==> config.mk <==
export PLATFORM = sky130hd
export DESIGN_NAME = i2c_regptr_target
export DESIGN_NICKNAME = d
export VERILOG_FILES = /design/src/rtl/i2c_tgt_pkg.sv /design/src/rtl/i2c_line_sync.sv /design/src/rtl/i2c_bus_events.sv /design/src/rtl/i2c_tgt_fsm.sv /design/src/rtl/i2c_regptr_target.sv
export SDC_FILE = /design/constraint.sdc
export NUM_CORES = 1
export LEC_CHECK = 0
export BUFFER_PORTS_ARGS = -buffer_cell sky130_fd_sc_hd__buf_2
export CELL_PAD_IN_SITES_DETAIL_PLACEMENT = 1
export CELL_PAD_IN_SITES_GLOBAL_PLACEMENT = 1
export CORE_ASPECT_RATIO = 1.25
export CORE_MARGIN = 2
export CORE_UTILIZATION = 46
export DETAILED_ROUTE_END_ITERATION = 10
export PLACE_DENSITY = 0.83
export SLEW_MARGIN = 20
export SYNTH_ARGS = -nofsm -noshare
export SYNTH_HDL_FRONTEND = slang
export SYNTH_SLANG_ARGS = --single-unit
==> constraint.sdc <==
create_clock -name clk -period 2.7 [get_ports clk]
set_input_delay 0.135 -clock clk [delete_from_list [all_inputs] [get_ports clk]]
set_output_delay 0.135 -clock clk [all_outputs]
set_load 0.005 [all_outputs]
==> src/rtl/i2c_tgt_pkg.sv <==
package i2c_tgt_pkg;
  typedef enum logic [2:0] {
    ST_IDLE, ST_RX, ST_ACK, ST_TX, ST_MACK, ST_WAIT
  } tgt_st_e;

  typedef enum logic [1:0] {
    BK_ADDR, BK_CMD, BK_DATA
  } byte_kind_e;
endpackage

==> src/rtl/i2c_line_sync.sv <==
module i2c_line_sync #(
  parameter int STAGES = 2
) (
  input  logic clk,
  input  logic rst_n,
  input  logic d,
  output logic q,
  output logic q_prev
);
  logic [STAGES-1:0] chain;
  logic              prev_q;

  always_ff @(posedge clk or negedge rst_n) begin
    if (!rst_n) begin
      chain  <= '1;
      prev_q <= 1'b1;
    end else begin
      chain  <= {chain[STAGES-2:0], d};
      prev_q <= chain[STAGES-1];
    end
  end

  assign q      = chain[STAGES-1];
  assign q_prev = prev_q;
endmodule

==> src/rtl/i2c_bus_events.sv <==
module i2c_bus_events (
  input  logic scl,
  input  logic scl_p,
  input  logic sda,
  input  logic sda_p,
  output logic scl_rise,
  output logic scl_fall,
  output logic start_c,
  output logic stop_c
);
  always_comb begin
    scl_rise = scl & ~scl_p;
    scl_fall = ~scl & scl_p;
    start_c  = scl & scl_p & sda_p & ~sda;
    stop_c   = scl & scl_p & ~sda_p & sda;
  end
endmodule

==> src/rtl/i2c_tgt_fsm.sv <==
module i2c_tgt_fsm
  import i2c_tgt_pkg::*;
#(
  parameter int DW = 8,
  parameter int PW = 2,
  parameter int AW = 3,
  parameter logic [6-AW:0] PREFIX = 4'b0100
) (
  input  logic          clk,
  input  logic          rst_n,
  input  logic          sda,
  input  logic          scl_rise,
  input  logic          scl_fall,
  input  logic          start_c,
  input  logic          stop_c,
  input  logic [AW-1:0] strap,
  input  logic [DW-1:0] rd_data,
  output logic          sda_oe,
  output logic [PW-1:0] ptr,
  output logic          wr_stb,
  output logic [DW-1:0] wr_data,
  output logic          rd_stb
);
  localparam int PFX_W = 7 - AW;
  localparam int CNT_W = $clog2(DW + 1);
  localparam logic [CNT_W-1:0] LAST = CNT_W'(DW);

  tgt_st_e          st, st_n;
  byte_kind_e       kind, kind_n;
  logic             rw, rw_n;
  logic [CNT_W-1:0] bits, bits_n;
  logic [DW-1:0]    sh, sh_n;
  logic             oe, oe_n;
  logic [PW-1:0]    ptr_q, ptr_n;
  logic             wr_q, wr_n, rd_q, rd_n;
  logic             mok, mok_n;

  always_comb begin
    st_n = st; kind_n = kind; rw_n = rw; bits_n = bits; sh_n = sh;
    oe_n = oe; ptr_n = ptr_q; wr_n = 1'b0; rd_n = 1'b0; mok_n = mok;
    if (stop_c) begin
      st_n = ST_IDLE;
      oe_n = 1'b0;
    end else if (start_c) begin
      st_n   = ST_RX;
      kind_n = BK_ADDR;
      bits_n = '0;
      oe_n   = 1'b0;
    end else begin
      case (st)
        ST_RX: begin
          if (scl_rise) begin
            sh_n   = {sh[DW-2:0], sda};
            bits_n = bits + CNT_W'(1);
          end else if (scl_fall && bits == LAST) begin
            bits_n = '0;
            case (kind)
              BK_ADDR: begin
                if (sh[DW-1 -: PFX_W] == PREFIX && sh[AW:1] == strap) begin
                  oe_n = 1'b1; st_n = ST_ACK; rw_n = sh[0]; kind_n = BK_CMD;
                end else begin
                  st_n = ST_IDLE;
                end
              end
              BK_CMD: begin
                ptr_n = sh[PW-1:0]; oe_n = 1'b1; st_n = ST_ACK; kind_n = BK_DATA;
              end
              default: begin
                wr_n = 1'b1; oe_n = 1'b1; st_n = ST_ACK;
              end
            endcase
          end
        end
        ST_ACK: begin
          if (scl_fall) begin
            if (rw) begin
              rd_n = 1'b1; sh_n = rd_data; oe_n = ~rd_data[DW-1];
              st_n = ST_TX; bits_n = '0;
            end else begin
              oe_n = 1'b0; st_n = ST_RX;
            end
          end
        end
        ST_TX: begin
          if (scl_rise) begin
            bits_n = bits + CNT_W'(1);
          end else if (scl_fall) begin
            if (bits == LAST) begin
              oe_n = 1'b0; st_n = ST_MACK; bits_n = '0;
            end else begin
              sh_n = {sh[DW-2:0], 1'b0}; oe_n = ~sh[DW-2];
            end
          end
        end
        ST_MACK: begin
          if (scl_rise) begin
            mok_n = ~sda;
          end else if (scl_fall) begin
            if (mok) begin
              rd_n = 1'b1; sh_n = rd_data; oe_n = ~rd_data[DW-1];
              st_n = ST_TX; bits_n = '0;
            end else begin
              st_n = ST_WAIT;
            end
          end
        end
        default: ;
      endcase
    end
  end

  always_ff @(posedge clk or negedge rst_n) begin
    if (!rst_n) begin
      st <= ST_IDLE; kind <= BK_ADDR; rw <= 1'b0; bits <= '0; sh <= '0;
      oe <= 1'b0; ptr_q <= '0; wr_q <= 1'b0; rd_q <= 1'b0; mok <= 1'b0;
    end else begin
      st <= st_n; kind <= kind_n; rw <= rw_n; bits <= bits_n; sh <= sh_n;
      oe <= oe_n; ptr_q <= ptr_n; wr_q <= wr_n; rd_q <= rd_n; mok <= mok_n;
    end
  end

  assign sda_oe  = oe;
  assign ptr     = ptr_q;
  assign wr_stb  = wr_q;
  assign wr_data = sh;
  assign rd_stb  = rd_q;
endmodule

==> src/rtl/i2c_regptr_target.sv <==
module i2c_regptr_target #(
  parameter int DATA_W = 8,
  parameter int PTR_W = 2,
  parameter int STRAP_W = 3,
  parameter int SYNC_STAGES = 2,
  parameter logic [6-STRAP_W:0] PREFIX = 4'b0100
) (
  input  logic               clk,
  input  logic               rst_n,
  input  logic               scl_i,
  input  logic               sda_i,
  output logic               sda_oe,
  input  logic [STRAP_W-1:0] strap,
  output logic [PTR_W-1:0]   reg_idx,
  output logic               wr_stb,
  output logic [DATA_W-1:0]  wr_data,
  output logic               rd_stb,
  input  logic [DATA_W-1:0]  rd_data
);
  localparam int N_LINES = 2;

  logic [N_LINES-1:0] raw, syn, prv;
  logic scl_rise, scl_fall, start_c, stop_c;

  assign raw = {sda_i, scl_i};

  for (genvar g = 0; g < N_LINES; g++) begin : g_sync
    i2c_line_sync #(.STAGES(SYNC_STAGES)) u_sync (
      .clk(clk), .rst_n(rst_n), .d(raw[g]), .q(syn[g]), .q_prev(prv[g])
    );
  end

  i2c_bus_events u_ev (
    .scl(syn[0]), .scl_p(prv[0]), .sda(syn[1]), .sda_p(prv[1]),
    .scl_rise(scl_rise), .scl_fall(scl_fall), .start_c(start_c), .stop_c(stop_c)
  );

  i2c_tgt_fsm #(
    .DW(DATA_W), .PW(PTR_W), .AW(STRAP_W), .PREFIX(PREFIX)
  ) u_fsm (
    .clk(clk), .rst_n(rst_n), .sda(syn[1]),
    .scl_rise(scl_rise), .scl_fall(scl_fall), .start_c(start_c), .stop_c(stop_c),
    .strap(strap), .rd_data(rd_data), .sda_oe(sda_oe), .ptr(reg_idx),
    .wr_stb(wr_stb), .wr_data(wr_data), .rd_stb(rd_stb)
  );
endmodule

# After elaboration in Yosys (flattened, before gate mapping)
# Index checks and enable logic that the tools add are counted.
totals:
  ff_bits: 30
  inputBits: 15
  word_cells: 158
classes:
  addsub: 1
  n_eq_ne: 37
  n_mux: 72
  bitwise: 16
  n_reduce_logical: 18
op_table:
  columns: ["op", "count"]
  rows:
  - ["8-bit two-way mux", 9]
  - ["4-bit two-way mux", 11]
  - ["4-bit by 3-bit != test with 1-bit output (second input constant)", 9]
  - ["3-bit two-way mux", 11]
  - ["8-bit case mux with 4 select lines", 1]
  - ["1-bit two-way mux", 27]
  - ["10-bit AND reduction", 2]
  - ["2-bit two-way mux", 8]
  - ["4-bit case mux with 4 select lines", 1]
  - ["3-bit by 2-bit != test with 1-bit output (second input constant)", 5]
  - ["2-bit by 1-bit != test with 1-bit output (second input constant)", 6]
  - ["4-bit != test (second input constant)", 3]
  - ["3-bit case mux with 4 select lines", 1]
  - ["12-bit AND reduction", 1]
  - ["6-bit AND reduction", 2]
  - ["1-bit inverter", 9]
  - ["9-bit AND reduction", 1]
  - ["2-bit != test (second input constant)", 4]
  - ["1-bit AND", 7]
  - ["7-bit AND reduction", 1]
  - ["3-bit by 2-bit equality test with 1-bit output (second input constant)", 2]
  - ["6-bit nonzero test", 1]
  - ["5-bit by 4-bit != test with 1-bit output (second input constant)", 1]
  - ["5-bit nonzero test", 1]
  - ["other kinds (18)", 20]

# Logic depth before layout (Yosys ltp)
# Gate-level depths: netlist (run 1).
depth:
  depth_word: 9
  ltp_mapped: 8
  mapped_depth_nobuf: 7

# Cells and area by module
# A second synthesis (run 1) with hierarchy kept.
unflattened:
  cells_unflattened: 167
  area_unflattened_um2: 1735.4
by_module_without_submodules:
  columns: ["mod", "instances", "cells_per_inst", "area_each_um2", "seq_area_each_um2"]
  rows:
  - ["i2c_tgt_fsm", 1, 157, 1545.2, 600.6]
  - ["i2c_line_sync", 2, 3, 78.8, 78.8]
  - ["i2c_bus_events", 1, 4, 32.5, 0.0]

# Least setup slack after synthesis (run 1)
# Ideal clock, no wire load.
synth_timing:
  path_kind: "reg-to-reg"
  startpoint: "register u_fsm.bits[0]"
  endpoint: "register u_fsm.rw"
  setup_ns: 0.128
  arrival_time_ns: 1.705
  t_required_ns: 2.572
  slack_ns: 0.868
  path_stages_with_launch: 8
  cell_sequence: "dfrtp_1 -> inv_1 -> ha_1 -> and3b_1 -> nand2_1 -> or3_1 -> nor3_2 -> mux2_1"
synth_between:
  elab_chain_len: 3
synth_rtl:
  columns: ["element", "line_no", "rtl"]
  rows:
  - ["start, declared", "i2c_tgt_fsm.sv:31", "logic [CNT_W-1:0] bits, bits_n;"]
  - ["start signal, assigned", "i2c_tgt_fsm.sv:117", "st <= st_n; kind <= kind_n; rw <= rw_n; bits <= bits_n; sh <= sh_n;"]
  - ["4-bit equality test", "i2c_tgt_fsm.sv:55", "end else if (scl_fall && bits == LAST) begin"]
  - ["1-bit logical AND", "i2c_tgt_fsm.sv:55", null]
  - ["7-bit AND reduction (no line)", null, null]
  - ["end signal, assigned", "i2c_tgt_fsm.sv:117", null]
  - ["end, declared", "i2c_tgt_fsm.sv:30", "logic rw, rw_n;"]
# No other way between the ends.
# A chain may end at the register's enable or synchronous reset.

# Final worst setup path (run 1)
layout_timing:
  startpoint: "register g_sync[0].u_sync.prev_q"
  endpoint: "register u_fsm.rw"
layout_between:
  elab_chain_len: 5
  elab_cells_between_ends: 13
layout_rtl:
  columns: ["element", "line_no", "rtl"]
  rows:
  - ["start, declared", "i2c_line_sync.sv:11", "logic prev_q;"]
  - ["start signal, assigned", "i2c_line_sync.sv:19", "prev_q <= chain[STAGES-1];"]
  - ["1-bit AND", "i2c_bus_events.sv:14, i2c_bus_events.sv:15", null]
  - ["1-bit AND, on equally long branches (2 in a row)", "i2c_bus_events.sv:14, i2c_bus_events.sv:15", null]
  - ["1-bit inverter (no line)", null, null]
  - ["7-bit AND reduction (no line) *", null, null]
# Every way passes the cells marked *; elsewhere a longest branch is shown, timed or not.

==> qor.csv, run 1 <==
stage,metric,value,unit
status,run_status,finished clean,
finish,finish.instance_area,2040,µm²
routing,viasPerCell,6.10,
die,die_x,59.3,µm
timing,relSlewSlack,0.549,
global_route,met3_usage,0.0461,
finish,postLayoutCoreUtil,0.549,
worst_hold_path,min_to,u_fsm.wr_data[4]$_DFFE_PN0P_,
cts,cts-root-buf,clkbuf_8,
logic_synthesis,ys_warn_count,0,
timing,worst_slack,0.489,ns
routing,vias,1530,
logic_synthesis,netlist_area,1760,µm²
place,post_dp_cell_area,1910,µm²
worst_setup_path,rr_worst_depth,5,
global_route,top_usage_layer,met2,
timing,tightest_slew,0.677,ns
routing,avgRoutedWirePerCell,18.6,µm
power,p_switching,0.339,mW
global_route,grt_max_degree,31,
die,die-area,4340,µm²
worst_setup_path,timing.rr.start,g_sync[0].u_sync.q_prev$_DFF_PN1_,
timing,period_share,0.819,
power,internal_power,0.882,mW
place,hpwl,3.43,mm
routing,drc,0,
global_route,track_usage,0.246,
timing,fin_skew,0.00396,ns
cts,clk_pin_slew_worst_paths,0.06,ns
global_route,grt_pass1_vias,1601,
power,sw_frac_of_total,0.278,
logic_synthesis,syn_nets,196,
cts,clkLatencyLatePin,0.28,ns
worst_setup_path,arrival,2.38,ns
logic_synthesis,synth_ff_type,dfrtp_1,
worst_setup_path,crit_type,reg2reg,
global_route,gr-usage-met1,0.290,
routing,drt_wl_total,4.66,mm
flow_run,max_cap_violations,0,
worst_hold_path,hold_class,in2reg,
worst_setup_path,cp-end-kind,flop,
timing,final_max_slew_viol_count,0,
timing,fin_setup_tns,0,ns
power,pwr-share-seq,0.464,
logic_synthesis,synth_cell_types,53,
power,power_frac_comb,0.171,
die,ios,28,
worst_setup_path,cp_max_fo,12,
power,p_per_area,598,nW/µm²
place,gp_congestion,1.02,
worst_setup_path,startpoint_type,flop,
logic_synthesis,async_flop_share,1.00,
timing,finalHoldViolations,0,
die,rows,25,
cts,cts_buffers,5,
worst_setup_path,startpoint,g_sync[0].u_sync.q_prev$_DFF_PN1_,
global_route,use_met2,0.409,
worst_hold_path,holdCritStartpoint,rd_data[4],
logic_synthesis,seq_area_frac_synth,0.431,
finish,diodes,0,
routing,drt_pass1_iterations,4,
global_route,grt_overflow,0,
cts,cts_tree,built,
routing,antenna_left,0,
finish,drive_gt1_frac,0.237,
cts,clock_sink_count,30,
routing,first_iter_violations,25,
timing,rsz0062_at_grt,false,
timing,final-setup-viol-count,0,
place,io_buffers,27,
place,pre_cts_ws,0.535,ns
cts,htree_levels,2,
worst_setup_path,reg2reg_to,u_fsm.rw$_DFFE_PN0P_,
die,design.core.area,3720,µm²
timing,fmax,452,MHz
logic_synthesis,syn_avg_cell_area,9.83,µm²
worst_hold_path,hold_depth,3,
die,die_height,73.2,µm
logic_synthesis,synth_edf_count,0,
place,dp_cells,240,
logic_synthesis,synth_cells,179,
worst_setup_path,required,2.86,ns
timing,fin_crit,2.21,ns
global_route,antenna_found_initial,0,
die,initial_core_util,0.473,
power,pwr-share-clk,0.366,
logic_synthesis,ys_ff_latch,30,
power,finalPower,1.22,mW
cts,clk_path_buf_depth,2,
finish,finalNonFillerCells,251,
finish,area_delta_synth_final,16.1,%
power,leakage,0.860,nW
finish,fin_nets,227,
timing,whs,0.153,ns
global_route,grt_pass1_wl,7.85,mm
worst_setup_path,r2r_slack,0.49,ns
power,vdd_ir_drop_max,0.496,mV
## how the worst max path moves through the flow
stage	to	depth (start not counted)
finish	u_fsm.rw$_DFFE_PN0P_	5
global route	u_fsm.rw$_DFFE_PN0P_	5
CTS	u_fsm.rw$_DFFE_PN0P_	5
detailed placement	u_fsm.rw$_DFFE_PN0P_	5
global placement	u_fsm.rw$_DFFE_PN0P_	5
floorplan	u_fsm.rw$_DFFE_PN0P_	7
## metal layers
layer  share of wire  wire length, µm
met3           0.036              167
met1            0.40             1860
met2            0.52             2420
met5               0                0
met4           0.043              201
## cells in the mapped netlist, types with 3 or more instances
master     count  area share
a21oi_1       15       0.043
buf_2          4       0.011
dfrtp_1       24        0.34
dfstp_2        6       0.090
inv_1          6       0.013
mux2_1         4       0.026
mux2i_1        8       0.045
nand2_1       11       0.023
nand2b_1       9       0.032
nand3_1        5       0.014
nand4_1        3       0.011
nor2_1        14       0.030
nor2b_1        3       0.011
nor3_1         3      0.0085
o21ai_1        5       0.014
o2bb2ai_1      3       0.015
or4_1          3       0.013
xnor2_1        4       0.020
## cell families (layout without fill, tap and decap cells)
logic type      Yosys count  after routing  share of synthesized area
fa+ha+maj                 2              2                     0.0142
mux                      12             12                     0.0711
xor+xnor                  5              5                     0.0249
simple gates             71             71                      0.237
compound gates           46             46                      0.183
flops                    30             30                      0.431
buf+inv                  13             45                     0.0391
## power groups by stage
stage | combinational (mW) | clock [mW] | sequential (mW)
final | 0.208 | 0.447 | 0.566
after global routing | 0.239 | 0.477 | 0.576
after CTS | 0.213 | 0.458 | 0.566
after detailed placement | 0.209 | 0 | 0.574
after global placement | 0.200 | 0 | 0.569
after floorplan | 0.129 | 0 | 0.559
## what timing repair did
item / in CTS / in global routing
hold endpoints to repair: 26 / 0
setup buffers: 0 / 0
hold buffers: 3 / 0
gates resized for setup: 0 / 0
## worst max-delay path, stage by stage, from the launching register on
cell,delay (ns)
dfstp_2,0.64
nor2b_1,0.34
nand2_1,0.18
or3_1,0.38
nor3_2,0.20
mux2_1,0.34
## cell usage in the layout (no fill, tap or decap), types with 4 or more instances in the layout
master / synthesis / final
nand2_1: 11 / 11
nor2_1: 14 / 14
mux2_1: 4 / 4
buf_2: 4 / 27
nand3_1: 5 / 5
mux2i_1: 8 / 8
xnor2_1: 4 / 4
clkbuf_8: 0 / 5
o21ai_1: 5 / 5
nand2b_1: 9 / 9
inv_1: 6 / 6
a21oi_1: 15 / 15
dfstp_2: 6 / 6
dfrtp_1: 24 / 24
## flip-flops by register name, summed over array words and instances, names as in the netlist
register / flops
u_fsm.rd_stb: 1
u_fsm.kind: 2
u_fsm.bits: 4
u_fsm.st: 3
g_sync.u_sync.q_prev: 2
g_sync.u_sync.chain: 4
u_fsm.wr_stb: 1
u_fsm.sda_oe: 1
u_fsm.rw: 1
u_fsm.mok: 1
u_fsm.wr_data: 8
u_fsm.ptr: 2
## cell type report
| type | instances | area, µm² |
|---|---|---|
| Timing Repair Buffer | 31 | 173 |
| Fill cell | 441 | 1680 |
| Inverter | 6 | 22.5 |
| Tap cell | 40 | 50.0 |
| Sequential cell | 30 | 758 |
| Clock buffer | 7 | 76.3 |
| Multi-Input combinational cell | 136 | 933 |
| Clock inverter | 1 | 30.0 |
Note: power is estimated with default switching activity, not from simulation.
==> inputs of run 2 (changes only) <==
- ABC_AREA: default -> 1
- CORE_UTILIZATION: 46 -> 40
- PLACE_DENSITY: 0.83 -> 0.78
- clock period: 2.7 -> 2.2 ns (I/O delays scaled with it)
==> qor.csv, run 2 <==
stage,metric,value,unit
status,run_status,finished clean,
cts,cts_tree,built,
timing,final-setup-viol-count,0,
logic_synthesis,seq_area_frac_synth,0.422,
die,ios,28,
power,p_switching,1.27,mW
worst_setup_path,arrival,2.12,ns
timing,period_share,0.880,
timing,final_max_slew_viol_count,0,
global_route,grt_overflow,0,
logic_synthesis,synth_top_area_share,0.334,
die,rows,27,
worst_setup_path,cp-end-kind,flop,
logic_synthesis,syn_avg_cell_area,7.27,µm²
worst_setup_path,r2r_slack,0.26,ns
global_route,grt_pass1_wl,8.16,mm
worst_setup_path,worstSetupEndpoint,u_fsm.wr_data[4]$_DFFE_PN0P_,
timing,rsz0062_at_grt,false,
power,finalPower,2.75,mW
place,pre_cts_ws,0.286,ns
global_route,track_usage,0.209,
worst_setup_path,timing.rr.start,g_sync[0].u_sync.chain[1]$_DFF_PN1_,
timing,finalHoldViolations,0,
worst_setup_path,cp_max_fo,9,
die,die_x,63.9,µm
die,initial_core_util,0.412,
routing,drc,0,
finish,final_common_cell,nand2_1,
logic_synthesis,synth_common_cells,"nand2_1, inv_1, dfrtp_1",
timing,tightest_slew,0.694,ns
power,leakage,1.19,nW
power,pwr-share-clk,0.205,
place,io_buffers,27,
worst_hold_path,hold_class,in2reg,
worst_setup_path,required,2.39,ns
routing,drt_wl_total,4.76,mm
logic_synthesis,netlist_area,1800,µm²
logic_synthesis,yosysMostFrequentCell,nand2_1,
worst_setup_path,crit_type,reg2reg,
routing,first_iter_violations,59,
routing,viasPerCell,5.01,
cts,clkLatencyLatePin,0.29,ns
power,power_frac_comb,0.492,
timing,fin_crit,1.94,ns
timing,fin_skew,0.00668,ns
finish,diodes,0,
global_route,antenna_found_initial,0,
finish,fin_nets,302,
logic_synthesis,ys_ff_latch,30,
cts,cts-root-buf,clkbuf_8,
logic_synthesis,synth_cells,247,
cts,htree_levels,2,
global_route,grt_pass1_vias,1756,
worst_setup_path,rr_worst_depth,9,
logic_synthesis,ys_warn_count,0,
finish,final_cell_mix,"nand2_1, buf_2, inv_1",
cts,clk_path_buf_depth,2,
worst_setup_path,startpoint,g_sync[0].u_sync.chain[1]$_DFF_PN1_,
power,pwr-share-seq,0.303,
cts,clk_pin_slew_worst_paths,0.07,ns
power,vdd_ir_drop_max,0.426,mV
power,p_per_area,1280,nW/µm²
die,die-area,5040,µm²
timing,fmax,517,MHz
logic_synthesis,syn_nets,264,
logic_synthesis,synth_cell_types,26,
global_route,grt_max_degree,31,
cts,post_cts_buffers,0,
finish,largest_reg_flops,8,
die,die_height,78.9,µm
place,gp_congestion,0.924,
timing,worst_slack,0.265,ns
logic_synthesis,synth_ff_type,dfrtp_1,
logic_synthesis,async_flop_share,1.00,
finish,area_delta_synth_final,19.9,%
place,hpwl,3.64,mm
worst_setup_path,reg2reg_to,u_fsm.wr_data[4]$_DFFE_PN0P_,
logic_synthesis,synth_edf_count,0,
routing,drt_pass1_iterations,4,
flow_run,max_cap_violations,0,
logic_synthesis,yosys.area.top_type,dfrtp_1,
power,internal_power,1.48,mW
finish,drive_gt1_frac,0.231,
power,sw_frac_of_total,0.460,
timing,relSlewSlack,0.537,
worst_hold_path,hold_depth,5,
logic_synthesis,synth_area_leaders,"dfrtp_1, nand2_1, dfstp_2",
timing,fin_setup_tns,0,ns
routing,vias,1725,
cts,cts_buffers,5,
die,design.core.area,4360,µm²
worst_setup_path,startpoint_type,flop,
finish,nFillCells,563,
routing,antenna_left,0,
cts,clock_sink_count,30,
timing,whs,0.157,ns
routing,avgRoutedWirePerCell,13.8,µm
## run 2: layout make-up
class / count / area, µm² / area share
timing repair buffer: 32 / 180 / 0.0837
sequential: 30 / 758 / 0.352
tap: 58 / 72.6 / 0.0337
clock buffer: 5 / 68.8 / 0.0320
inverter: 35 / 131 / 0.0610
multi-input combinational: 181 / 901 / 0.419
clock inverter: 3 / 40.0 / 0.0186
## run 2: how the worst min path moves through the flow
stage                     from                            to  slack, ns
floorplan                rst_n     u_fsm.bits[0]$_DFFE_PN0P_      -0.19
global placement         rst_n       u_fsm.st[0]$_DFFE_PN0P_       0.19
detailed placement       rst_n       u_fsm.st[2]$_DFFE_PN0P_       0.20
CTS                 rd_data[5]  u_fsm.wr_data[5]$_DFFE_PN0P_       0.16
global route        rd_data[3]  u_fsm.wr_data[3]$_DFFE_PN0P_       0.21
finish              rd_data[5]  u_fsm.wr_data[5]$_DFFE_PN0P_       0.16
## run 2: metrics by stage
step | instances | util | instance area [µm²]
global placement | 333 | 0.462 | 2010
floorplan | 247 | - | 1800
CTS | 344 | 0.494 | 2150
detailed placement | 333 | 0.462 | 2010
finish | 344 | 0.494 | 2150
global route | 344 | 0.494 | 2150
## run 2: cells by family after synthesis
kind of cell / count (synthesis) / share of synthesized area
simple gates: 150 / 0.390
buf+inv: 36 / 0.0760
flops: 30 / 0.422
xor+xnor: 2 / 0.00976
fa+ha+maj: 2 / 0.0139
compound gates: 25 / 0.0774
mux: 2 / 0.0112
## run 2: worst max-delay path, stage by stage (launching register included)
cell	delay, ns
dfstp_2	0.59
inv_2	0.05
nor2_2	0.20
inv_2	0.08
nand2_1	0.11
o21ai_2	0.08
nor3_4	0.41
nand2_4	0.15
nand2_1	0.10
nand2_1	0.05
## run 2: power by group through the flow
stage	Sequential (mW)	Clock (mW)	Combinational, mW
6_report	0.833	0.563	1.35
5_1_grt	0.855	0.589	1.55
4_1_cts	0.835	0.570	1.37
3_5_place_dp	0.845	0	1.36
3_3_place_gp	0.836	0	1.33
2_1_floorplan	0.816	0	0.978
## run 2: repair_timing
item | in CTS | in global routing
endpoints found under the hold margin | 26 | 0
resized for setup | 0 | 0
hold buffers | 3 | 0
## run 2: layer usage
metal / routed length (µm) / GRT usage / vias up
met1: 2130 / 0.251 / 825
met4: 109 / 0.0913 / 0
met5: 0 / 0 / -
met2: 2350 / 0.363 / 35
li1: - / - / 855
met3: 168 / 0.0354 / 10
